## src/rtl/rbc_pkg.sv

```systemverilog
package rbc_pkg;
  localparam int FLD_W     = 8;
  localparam int WID_W     = 16;
  localparam int RANK_W    = 3;
  localparam int LOG_W     = 6;
  localparam int MIN_LOG2  = 29;
  localparam int DATA_LOG2 = 6;

  typedef enum logic [1:0] {
    ST_IDLE = 2'd0,
    ST_RUN  = 2'd1,
    ST_FIN  = 2'd2
  } rbc_state_t;

  function automatic logic [3:0] flog2_8(input logic [FLD_W-1:0] v);
    logic [3:0] r;
    r = 4'd0;
    for (int i = 0; i < FLD_W; i++)
      if (v[i]) r = 4'(i);
    return r;
  endfunction
endpackage

```

## src/rtl/rbc_geom_eval.sv

```systemverilog
module rbc_geom_eval
  import rbc_pkg::*;
#(
  parameter int TOT_W = 17
) (
  input  logic              present,
  input  logic [FLD_W-1:0]  row_f,
  input  logic [FLD_W-1:0]  col_f,
  input  logic [FLD_W-1:0]  bank_f,
  input  logic [WID_W-1:0]  width_f,
  input  logic [RANK_W-1:0] rank_f,
  output logic [TOT_W-1:0]  units,
  output logic              dual,
  output logic              bad,
  output logic [LOG_W-1:0]  s1_log2,
  output logic [LOG_W-1:0]  s2_log2
);
  logic [LOG_W-1:0] row_lo, row_hi, col_lo, col_hi, bank_l, sum1, sum2;
  logic field_bad, too_small;

  always_comb begin
    row_lo = LOG_W'(row_f[3:0]);
    row_hi = LOG_W'(row_f[7:4]);
    col_lo = LOG_W'(col_f[3:0]);
    col_hi = LOG_W'(col_f[7:4]);
    bank_l = LOG_W'(flog2_8(bank_f));
    sum1   = row_lo + col_lo + bank_l + LOG_W'(DATA_LOG2);

    field_bad = (row_f[3:0] == 4'd0) || (col_f[3:0] == 4'd0) ||
                (bank_f == '0) ||
                !((width_f == WID_W'(64)) || (width_f == WID_W'(72))) ||
                (rank_f > RANK_W'(1));
    too_small = sum1 < LOG_W'(MIN_LOG2);
    bad  = present && (field_bad || too_small);
    dual = (rank_f == RANK_W'(1));

    if (row_f[7:4] != 4'd0)
      sum2 = sum1 - row_lo + row_hi - col_lo + col_hi;
    else
      sum2 = sum1;

    s1_log2 = present ? sum1 : '0;
    s2_log2 = (present && dual) ? sum2 : '0;

    if (present && !bad)
      units = TOT_W'(1) << (sum1 - LOG_W'(MIN_LOG2));
    else
      units = '0;
  end
endmodule

```

## src/rtl/rbc_limits.sv

```systemverilog
module rbc_limits #(
  parameter int TOT_W     = 17,
  parameter int TOM_W     = 16,
  parameter int LOW_CEIL  = 24,
  parameter int LOW_SHIFT = 11
) (
  input  logic [TOT_W-1:0] total,
  output logic [TOM_W-1:0] tom,
  output logic [TOM_W-1:0] tolm
);
  logic [TOM_W-1:0] clamped;

  always_comb begin
    tom     = TOM_W'(total >> 1);
    clamped = (tom > TOM_W'(LOW_CEIL)) ? TOM_W'(LOW_CEIL) : tom;
    tolm    = clamped << LOW_SHIFT;
  end
endmodule

```

## src/rtl/rank_boundary_calc.sv

```systemverilog
module rank_boundary_calc
  import rbc_pkg::*;
#(
  parameter int NSOCK     = 2,
  parameter int BND_W     = 8,
  parameter int TOM_W     = 16,
  parameter int LOW_CEIL  = 24,
  parameter int LOW_SHIFT = 11
) (
  input  logic                    clk,
  input  logic                    rst,
  input  logic                    in_valid,
  output logic                    in_ready,
  input  logic [NSOCK-1:0]        slot_present,
  input  logic [NSOCK*FLD_W-1:0]  row_bits_fld,
  input  logic [NSOCK*FLD_W-1:0]  col_bits_fld,
  input  logic [NSOCK*FLD_W-1:0]  bank_cnt_fld,
  input  logic [NSOCK*WID_W-1:0]  data_width_fld,
  input  logic [NSOCK*RANK_W-1:0] rank_code_fld,
  output logic                    done,
  output logic                    size_err,
  output logic [NSOCK*2*BND_W-1:0] bound_bytes,
  output logic [NSOCK*2*LOG_W-1:0] side_log2,
  output logic [TOM_W-1:0]        top_mem,
  output logic [TOM_W-1:0]        top_low_mem
);
  localparam int TOT_W = TOM_W + 1;
  localparam int IDX_W = (NSOCK > 1) ? $clog2(NSOCK) : 1;

  rbc_state_t state;
  logic [IDX_W-1:0] idx;
  logic [TOT_W-1:0] total;
  logic             err_pend;

  logic [NSOCK-1:0]        pres_q;
  logic [NSOCK*FLD_W-1:0]  row_q, col_q, bank_q;
  logic [NSOCK*WID_W-1:0]  wid_q;
  logic [NSOCK*RANK_W-1:0] rank_q;

  logic [TOT_W-1:0] ev_units [NSOCK];
  logic [NSOCK-1:0] ev_dual, ev_bad;
  logic [LOG_W-1:0] ev_s1 [NSOCK];
  logic [LOG_W-1:0] ev_s2 [NSOCK];
  logic [BND_W-1:0] bnd_q [NSOCK];

  logic [TOM_W-1:0] lim_tom, lim_tolm;
  logic [TOT_W-1:0] step_sum;

  genvar g;
  generate
    for (g = 0; g < NSOCK; g++) begin : g_eval
      rbc_geom_eval #(.TOT_W(TOT_W)) eval_i (
        .present (pres_q[g]),
        .row_f   (row_q[g*FLD_W +: FLD_W]),
        .col_f   (col_q[g*FLD_W +: FLD_W]),
        .bank_f  (bank_q[g*FLD_W +: FLD_W]),
        .width_f (wid_q[g*WID_W +: WID_W]),
        .rank_f  (rank_q[g*RANK_W +: RANK_W]),
        .units   (ev_units[g]),
        .dual    (ev_dual[g]),
        .bad     (ev_bad[g]),
        .s1_log2 (ev_s1[g]),
        .s2_log2 (ev_s2[g])
      );
    end
  endgenerate

  rbc_limits #(
    .TOT_W(TOT_W), .TOM_W(TOM_W),
    .LOW_CEIL(LOW_CEIL), .LOW_SHIFT(LOW_SHIFT)
  ) limits_i (
    .total (total),
    .tom   (lim_tom),
    .tolm  (lim_tolm)
  );

  assign in_ready = (state == ST_IDLE);
  assign step_sum = total + ev_units[idx];

  always_ff @(posedge clk) begin
    if (rst) begin
      state       <= ST_IDLE;
      idx         <= '0;
      total       <= '0;
      err_pend    <= 1'b0;
      pres_q      <= '0;
      row_q       <= '0;
      col_q       <= '0;
      bank_q      <= '0;
      wid_q       <= '0;
      rank_q      <= '0;
      done        <= 1'b0;
      size_err    <= 1'b0;
      bound_bytes <= '0;
      side_log2   <= '0;
      top_mem     <= '0;
      top_low_mem <= '0;
      for (int i = 0; i < NSOCK; i++) bnd_q[i] <= '0;
    end else begin
      done <= 1'b0;
      case (state)
        ST_IDLE: begin
          if (in_valid) begin
            pres_q      <= slot_present;
            row_q       <= row_bits_fld;
            col_q       <= col_bits_fld;
            bank_q      <= bank_cnt_fld;
            wid_q       <= data_width_fld;
            rank_q      <= rank_code_fld;
            total       <= '0;
            idx         <= '0;
            err_pend    <= 1'b0;
            size_err    <= 1'b0;
            bound_bytes <= '0;
            side_log2   <= '0;
            top_mem     <= '0;
            top_low_mem <= '0;
            state       <= ST_RUN;
          end
        end
        ST_RUN: begin
          if (ev_bad[idx]) err_pend <= 1'b1;
          if (pres_q[idx]) begin
            bnd_q[idx] <= BND_W'(step_sum);
            total      <= ev_dual[idx] ? (step_sum << 1) : step_sum;
          end else begin
            bnd_q[idx] <= BND_W'(total);
          end
          if (idx == IDX_W'(NSOCK - 1)) state <= ST_FIN;
          else idx <= idx + IDX_W'(1);
        end
        ST_FIN: begin
          done  <= 1'b1;
          state <= ST_IDLE;
          if (err_pend) begin
            size_err <= 1'b1;
          end else begin
            for (int i = 0; i < NSOCK; i++) begin
              bound_bytes[i*2*BND_W +: BND_W]         <= bnd_q[i];
              bound_bytes[i*2*BND_W + BND_W +: BND_W] <= bnd_q[i];
              side_log2[i*2*LOG_W +: LOG_W]           <= ev_s1[i];
              side_log2[i*2*LOG_W + LOG_W +: LOG_W]   <= ev_s2[i];
            end
            top_mem     <= lim_tom;
            top_low_mem <= lim_tolm;
          end
        end
        default: state <= ST_IDLE;
      endcase
    end
  end
endmodule

```

## config.mk

```make
export PLATFORM = sky130hd
export DESIGN_NAME = rank_boundary_calc
export DESIGN_NICKNAME = d
export VERILOG_FILES = /design/src/rtl/rbc_pkg.sv /design/src/rtl/rbc_geom_eval.sv /design/src/rtl/rbc_limits.sv /design/src/rtl/rank_boundary_calc.sv
export SDC_FILE = /design/constraint.sdc
export NUM_CORES = 1
export LEC_CHECK = 0
export BUFFER_PORTS_ARGS = -buffer_cell sky130_fd_sc_hd__buf_4
export CAP_MARGIN = 15
export CELL_PAD_IN_SITES_DETAIL_PLACEMENT = 1
export CELL_PAD_IN_SITES_GLOBAL_PLACEMENT = 2
export CORE_UTILIZATION = 34
export CTS_CLUSTER_DIAMETER = 200
export CTS_CLUSTER_SIZE = 25
export DETAILED_ROUTE_END_ITERATION = 10
export HOLD_SLACK_MARGIN = 0.12
export PLACE_DENSITY = 0.82
export SLEW_MARGIN = 20
export SYNTH_ARGS = -nofsm -noshare
export SYNTH_HDL_FRONTEND = slang
export SYNTH_HIERARCHICAL = 1
export SYNTH_SLANG_ARGS = --single-unit
```

## constraint.sdc

```tcl
create_clock -name clk -period 5.1 [get_ports clk]
set_input_delay 0.51 -clock clk [delete_from_list [all_inputs] [get_ports clk]]
set_output_delay 0.51 -clock clk [all_outputs]
set_load 0.03 [all_outputs]
```

==> impl_metrics.py, run 1 <==
metrics = {
    "detailed_routing": {
        "routed_via_density": 4.99,
        "drc": 0,
        "routedWlPerCell_um": 17.1,
        "firstDrtPassIters": 5,
        "final_antenna_net_count": 0,
        "num_vias": 10135,
        "routed_wl_mm": 34.7,
        "drt_iter0_drc": 351,
    },
    "logic_synthesis": {
        "synthCells": 1412,
        "syn_area_um2": 11600,
        "synth-warning-count": 6,
        "syn_area_per_cell_um2": 8.18,
    },
    "flow_run": {
        "maxCapViolCount": 0,
    },
    "global_route": {
        "grt_max_degree": 89,
        "grt_overflow": 0,
        "antenna_found_initial": 0,
        "track_usage": 0.199,
        "grt_pass1_vias": 10339,
        "grt_pass1_wl_mm": 55.6,
    },
    "cells_and_area": {
        "finalNonFillerCells": 2032,
        "final_cell_area_um2": 14300,
        "nets": 1749,
        "area_growth_syn_to_layout_pct": 23.9,
        "insertedDiodeCount": 0,
        "layout-drive-gt1-share": 0.249,
    },
    "worst_hold_path": {
        "hold_class": "input pin to flop",
        "min_path_cells": 3,
    },
    "power_and_ir_drop": {
        "power.share.switching": 0.363,
        "p_comb_frac": 0.361,
        "powerDensity_nw_per_um2": 335,
        "p_leak_nw": 5.88,
        "power.switching_mw": 1.74,
        "internal_power_mw": 3.06,
        "ir_worst_vdd_mv": 0.266,
        "p_seq_frac": 0.348,
        "pwr-share-clk": 0.292,
    },
    "clock_tree": {
        "cts_root_buf": "clkbuf_16",
        "postCtsHoldBufs": 0,
        "cts_sinks": 197,
        "cts_max_level": 4,
        "insertion_delay_ps": 450,
        "numCtsBuffers": 17,
        "cts_buffer_depth": 2,
        "tritoncts": "done",
        "clk_pin_slew_worst_paths_ps": 80,
    },
    "critical_path": {
        "worstReg2RegStart": "bank_q[2]",
        "reg2reg_depth": 24,
        "worstPathArrival_ps": 5140,
        "slowest_delay_ps": 410,
        "critPathKind": "flop to flop",
        "cp-endpoint": "bnd_q[0][6]",
        "end_kind": "flop",
        "cpMaxStageDelayCell": "fa_2",
        "cp_max_fo": 3,
        "worstSetupStartpoint": "bank_q[2]",
        "required_ps": 5290,
        "r2r_slack_ps": 150,
        "crit_chain": "inv_2, a21oi_2, o21bai_1, a21oi_1, buf_4, fa_2, inv_2, fa_2, ha_4, fa_2, xor2_4, inv_2, a211oi_2, mux2i_2, and4b_2, mux2_4, ha_4, fa_2, a211oi_4, o21bai_1, a21oi_2, xnor2_2, mux2i_2, nor2_1",
        "reg2reg_to": "bnd_q[0][6]",
        "path_common_cell": "fa_2",
        "cp-start-kind": "flop",
    },
    "sta": {
        "relSlewSlack": 0.365,
        "timing.final.max_slew_violations": 0,
        "tightest_slew_ps": 952,
        "holdWs_ps": 296,
        "fin_crit_ps": 4950,
        "finalSetupViolations": 0,
        "rsz0062_at_grt": "true",
        "max_freq_mhz": 202,
        "hold_viol": 0,
        "finalCritPeriodShare": 0.970,
        "skew_ps": 21.0,
    },
    "placed_design": {
        "portBuffers": 179,
        "hpwl_mm": 25.6,
        "place_inst": 1994,
        "gp_congestion": 0.817,
        "postPlaceCellArea_um2": 13300,
    },
    "floorplanning": {
        "pin_count": 182,
        "die_y_um": 186,
        "rows": 67,
        "die_w_um": 186,
        "core_um2": 33400,
        "initial_core_util": 0.345,
        "dieArea_um2": 34700,
    },
    "status": {
        "status": "finished, final reports clean",
    },
}
## sequential cells by signal, summed over array words and instances (netlist names), 2 cells and up
signal,count
wid_q,30
side_log2,24
total,17
bank_q,16
bnd_q,16
bound_bytes,16
col_q,16
row_q,16
top_low_mem,16
top_mem,16
rank_q,6
pres_q,2
state,2
## final cells by class
type / instances / area (um^2)
inverters: 83 / 312
clock inverters: 15 / 185
flip-flops and latches: 197 / 4110
clock buffers: 17 / 425
fillers: 4028 / 19100
repair buffers: 251 / 1910
multi-input cells: 1021 / 6820
well taps: 448 / 561
## critical path, delay by kind of cell (launching register included)
kind | cells | cell delay (ps)
AO/OA/AOI/OAI | 7 | 970
AND/OR/NAND/NOR | 2 | 330
flip-flops | 1 | 340
adder cells (fa/ha/maj) | 6 | 1740
buffers and inverters | 4 | 290
XOR/XNOR | 2 | 300
multiplexers | 3 | 720
## what timing repair did
action                                  CTS  global route
pin swaps                                 2            31
endpoints found under the hold margin     0             0
endpoints found under the setup margin   11            24
resized for setup                         9            65
buffers inserted                          1             5
## power by group through the flow
stage          clock (mW)  combinational [mW]  sequential (mW)
2_1_floorplan           0                1.13             1.68
3_3_place_gp            0                1.57             1.70
3_5_place_dp            0                1.64             1.70
4_1_cts              1.44                1.67             1.67
5_1_grt              1.50                1.95             1.68
6_report             1.40                1.73             1.67
## placed cells by master (no fill, tap or decap), types with 17 or more instances in the layout
| master | n |
|---|---|
| ha_1 | 38 |
| nand2_1 | 288 |
| nand3_1 | 84 |
| clkbuf_16 | 17 |
| buf_4 | 249 |
| fa_1 | 29 |
| inv_1 | 79 |
| a21oi_1 | 186 |
| nand2b_1 | 17 |
| o21ai_0 | 17 |
| nor2_1 | 74 |
| mux2i_1 | 20 |
| dfxtp_1 | 179 |
## stage by stage
| stage | util | total power, mW | worst slack (ps) | TNS [ps] |
|---|---|---|---|---|
| after floorplan | - | 2.81 | 348 | 0 |
| after global placement | 0.398 | 3.27 | -39.0 | -85.8 |
| after detailed placement | 0.398 | 3.35 | -111 | -426 |
| after CTS | 0.418 | 4.77 | 9.21 | 0 |
| after global routing | 0.428 | 5.12 | -87.3 | -554 |
| final | 0.428 | 4.80 | 151 | 0 |
## worst min path at each step
stage / from / endpoint / slack [ps]
2_1_floorplan: wid_q[22] / wid_q[22] / 430
3_3_place_gp: top_low_mem[11] / top_low_mem[11] / 440
3_5_place_dp: top_low_mem[6] / top_low_mem[6] / 450
4_1_cts: col_bits_fld[6] / col_q[6] / 290
5_1_grt: bank_cnt_fld[2] / bank_q[2] / 290
6_report: bank_cnt_fld[2] / bank_q[2] / 300
## layer usage
layer	vias up	global-route usage	wire length [um]
met1	4857	0.268	16700
met3	19	0.0265	1070
met5	-	0	0
li1	5055	-	-
met2	204	0.335	16600
met4	0	0.0470	415
(Power assumes the default switching activity.)
==> run 2: changes to the inputs <==
--- a/config.mk
+++ b/config.mk
@@ -9,12 +9,13 @@
 export CAP_MARGIN = 15
 export CELL_PAD_IN_SITES_DETAIL_PLACEMENT = 1
 export CELL_PAD_IN_SITES_GLOBAL_PLACEMENT = 2
-export CORE_UTILIZATION = 34
+export CORE_UTILIZATION = 35
+export CTS_BUF_LIST = sky130_fd_sc_hd__clkbuf_2 sky130_fd_sc_hd__clkbuf_4 sky130_fd_sc_hd__clkbuf_8
 export CTS_CLUSTER_DIAMETER = 200
 export CTS_CLUSTER_SIZE = 25
 export DETAILED_ROUTE_END_ITERATION = 10
 export HOLD_SLACK_MARGIN = 0.12
-export PLACE_DENSITY = 0.82
+export PLACE_DENSITY_LB_ADDON = 0.1
 export SLEW_MARGIN = 20
 export SYNTH_ARGS = -nofsm -noshare
 export SYNTH_HDL_FRONTEND = slang
==> impl_metrics.py, run 2 (synthesis gave the netlist of run 1 again) <==
metrics = {
    "placed_design": {
        "gp_congestion": 0.819,
        "hpwl_mm": 24.5,
        "postPlaceCellArea_um2": 13500,
        "portBuffers": 179,
    },
    "floorplanning": {
        "core_um2": 32500,
        "initial_core_util": 0.355,
        "pin_count": 182,
        "dieArea_um2": 33700,
        "rows": 66,
        "die_w_um": 184,
        "die_y_um": 184,
    },
    "sta": {
        "relSlewSlack": 0.368,
        "max_freq_mhz": 202,
        "setup-tns-final_ps": 0,
        "rsz0062_at_grt": "true",
        "hold_viol": 0,
        "skew_ps": 15.9,
        "fin_crit_ps": 4950,
        "finalSetupViolations": 0,
        "finalCritPeriodShare": 0.971,
        "holdWs_ps": 253,
        "tightest_slew_ps": 947,
        "timing.final.max_slew_violations": 0,
    },
    "power_and_ir_drop": {
        "powerDensity_nw_per_um2": 312,
        "p_leak_nw": 5.94,
        "ir_worst_vdd_mv": 0.169,
    },
    "critical_path": {
        "cp-start-kind": "flop",
        "cp.depth": 25,
        "reg2reg_depth": 25,
        "cp_max_fo": 3,
        "worstPathArrival_ps": 5200,
        "worst-path-buf-inv": 5,
        "end_kind": "flop",
        "critPathKind": "flop to flop",
        "required_ps": 5350,
        "slowest_delay_ps": 370,
        "path_common_cell": "fa_2",
        "cpMaxStageDelayCell": "fa_2",
        "path_delay_family": "adder cells",
    },
    "detailed_routing": {
        "drc": 0,
        "routedWlPerCell_um": 16.1,
        "final_antenna_net_count": 0,
        "routed_via_density": 4.90,
        "firstDrtPassIters": 4,
        "drt_iter0_drc": 326,
        "routed_wl_mm": 33.1,
        "num_vias": 10079,
    },
    "cells_and_area": {
        "reg_top3": "wid_q x30, side_log2 x24, total x17",
        "layout-drive-gt1-share": 0.267,
        "nets": 1780,
        "insertedDiodeCount": 0,
        "final_cell_area_um2": 14400,
        "most-common-layout-cells": "nand2_1 (287), buf_4 (278), a21oi_1 (186), dfxtp_1 (179), nand3_1 (84)",
        "layout_commonest_cell": "nand2_1",
        "largest_register_ffs": 30,
        "area_growth_syn_to_layout_pct": 24.4,
        "top_register": "wid_q",
        "post-route-util": 0.442,
    },
    "clock_tree": {
        "cts_buffer_depth": 2,
        "tritoncts": "done",
        "cts_max_level": 4,
        "cts_root_buf": "clkbuf_8",
        "insertion_delay_ps": 490,
        "clk_pin_slew_worst_paths_ps": 110,
        "numCtsBuffers": 17,
        "cts_sinks": 197,
        "postCtsHoldBufs": 0,
    },
    "status": {
        "status": "finished, final reports clean",
    },
    "global_route": {
        "grt_overflow": 0,
        "grt_max_degree": 104,
        "grt_pass1_wl_mm": 53.1,
        "track_usage": 0.200,
        "antenna_found_initial": 0,
        "grt_pass1_vias": 10051,
    },
    "worst_hold_path": {
        "min_path_cells": 3,
        "hold_class": "input pin to flop",
    },
    "flow_run": {
        "maxCapViolCount": 0,
    },
}
-- run 2: cell type report --
class | instances | area (um^2)
flip-flops and latches | 197 | 4110
repair buffers | 282 | 2140
clock buffers | 18 | 241
inverters | 83 | 312
clock inverters | 14 | 190
fillers | 3959 | 18200
multi-input cells | 1021 | 6830
well taps | 442 | 553
-- run 2: stage by stage --
| step | instances | setup WS [ps] | power, mW |
|---|---|---|---|
| 2_1_floorplan | 1422 | 348 | 2.81 |
| 3_3_place_gp | 2008 | -166 | 3.29 |
| 3_5_place_dp | 2008 | -342 | 3.33 |
| 4_1_cts | 2052 | 5.89 | 4.52 |
| 5_1_grt | 2057 | -84.8 | 4.83 |
| 6_report | 2057 | 147 | 4.48 |
-- run 2: per-layer routing --
metal	up-vias	share of wire	GRT usage
met5	-	0	0
met2	136	0.50	0.350
met4	0	0.011	0.0513
met3	20	0.024	0.0254
met1	4809	0.47	0.257
li1	5114	-	-
-- run 2: repair_timing --
| action | 4_1_cts | 5_1_grt |
|---|---|---|
| pin swaps | 17 | 31 |
| hold endpoints to repair | 0 | 0 |
| buffers inserted | 12 | 5 |
| resized for setup | 30 | 48 |
| endpoints found under the setup margin | 19 | 23 |
-- run 2: worst paths after layout --
kind	start	endpoint	slack, ps
worst max-delay path	bank_q[2]	bnd_q[1][6]	150
worst min-delay path	data_width_fld[14]	wid_q[14]	250
worst max register to register	bank_q[2]	bnd_q[1][6]	150
worst min register to register	top_low_mem[5]	top_low_mem[5]	460
-- run 2: power breakdown --
part / switching [mW] / internal [mW] / total [mW]
Sequential: 0.0494 / 1.62 / 1.67
Combinational: 0.960 / 0.734 / 1.69
Clock: 0.617 / 0.507 / 1.12
-- run 2: worst register-to-register path, delay by kind of cell (launching register included) --
kind	cells	cell delay (ps)
multiplexers	3	630
buffers and inverters	5	450
AO/OA/AOI/OAI	7	1040
adder cells (fa/ha/maj)	6	1650
XOR/XNOR	2	290
AND/OR/NAND/NOR	2	290
flip-flops	1	350
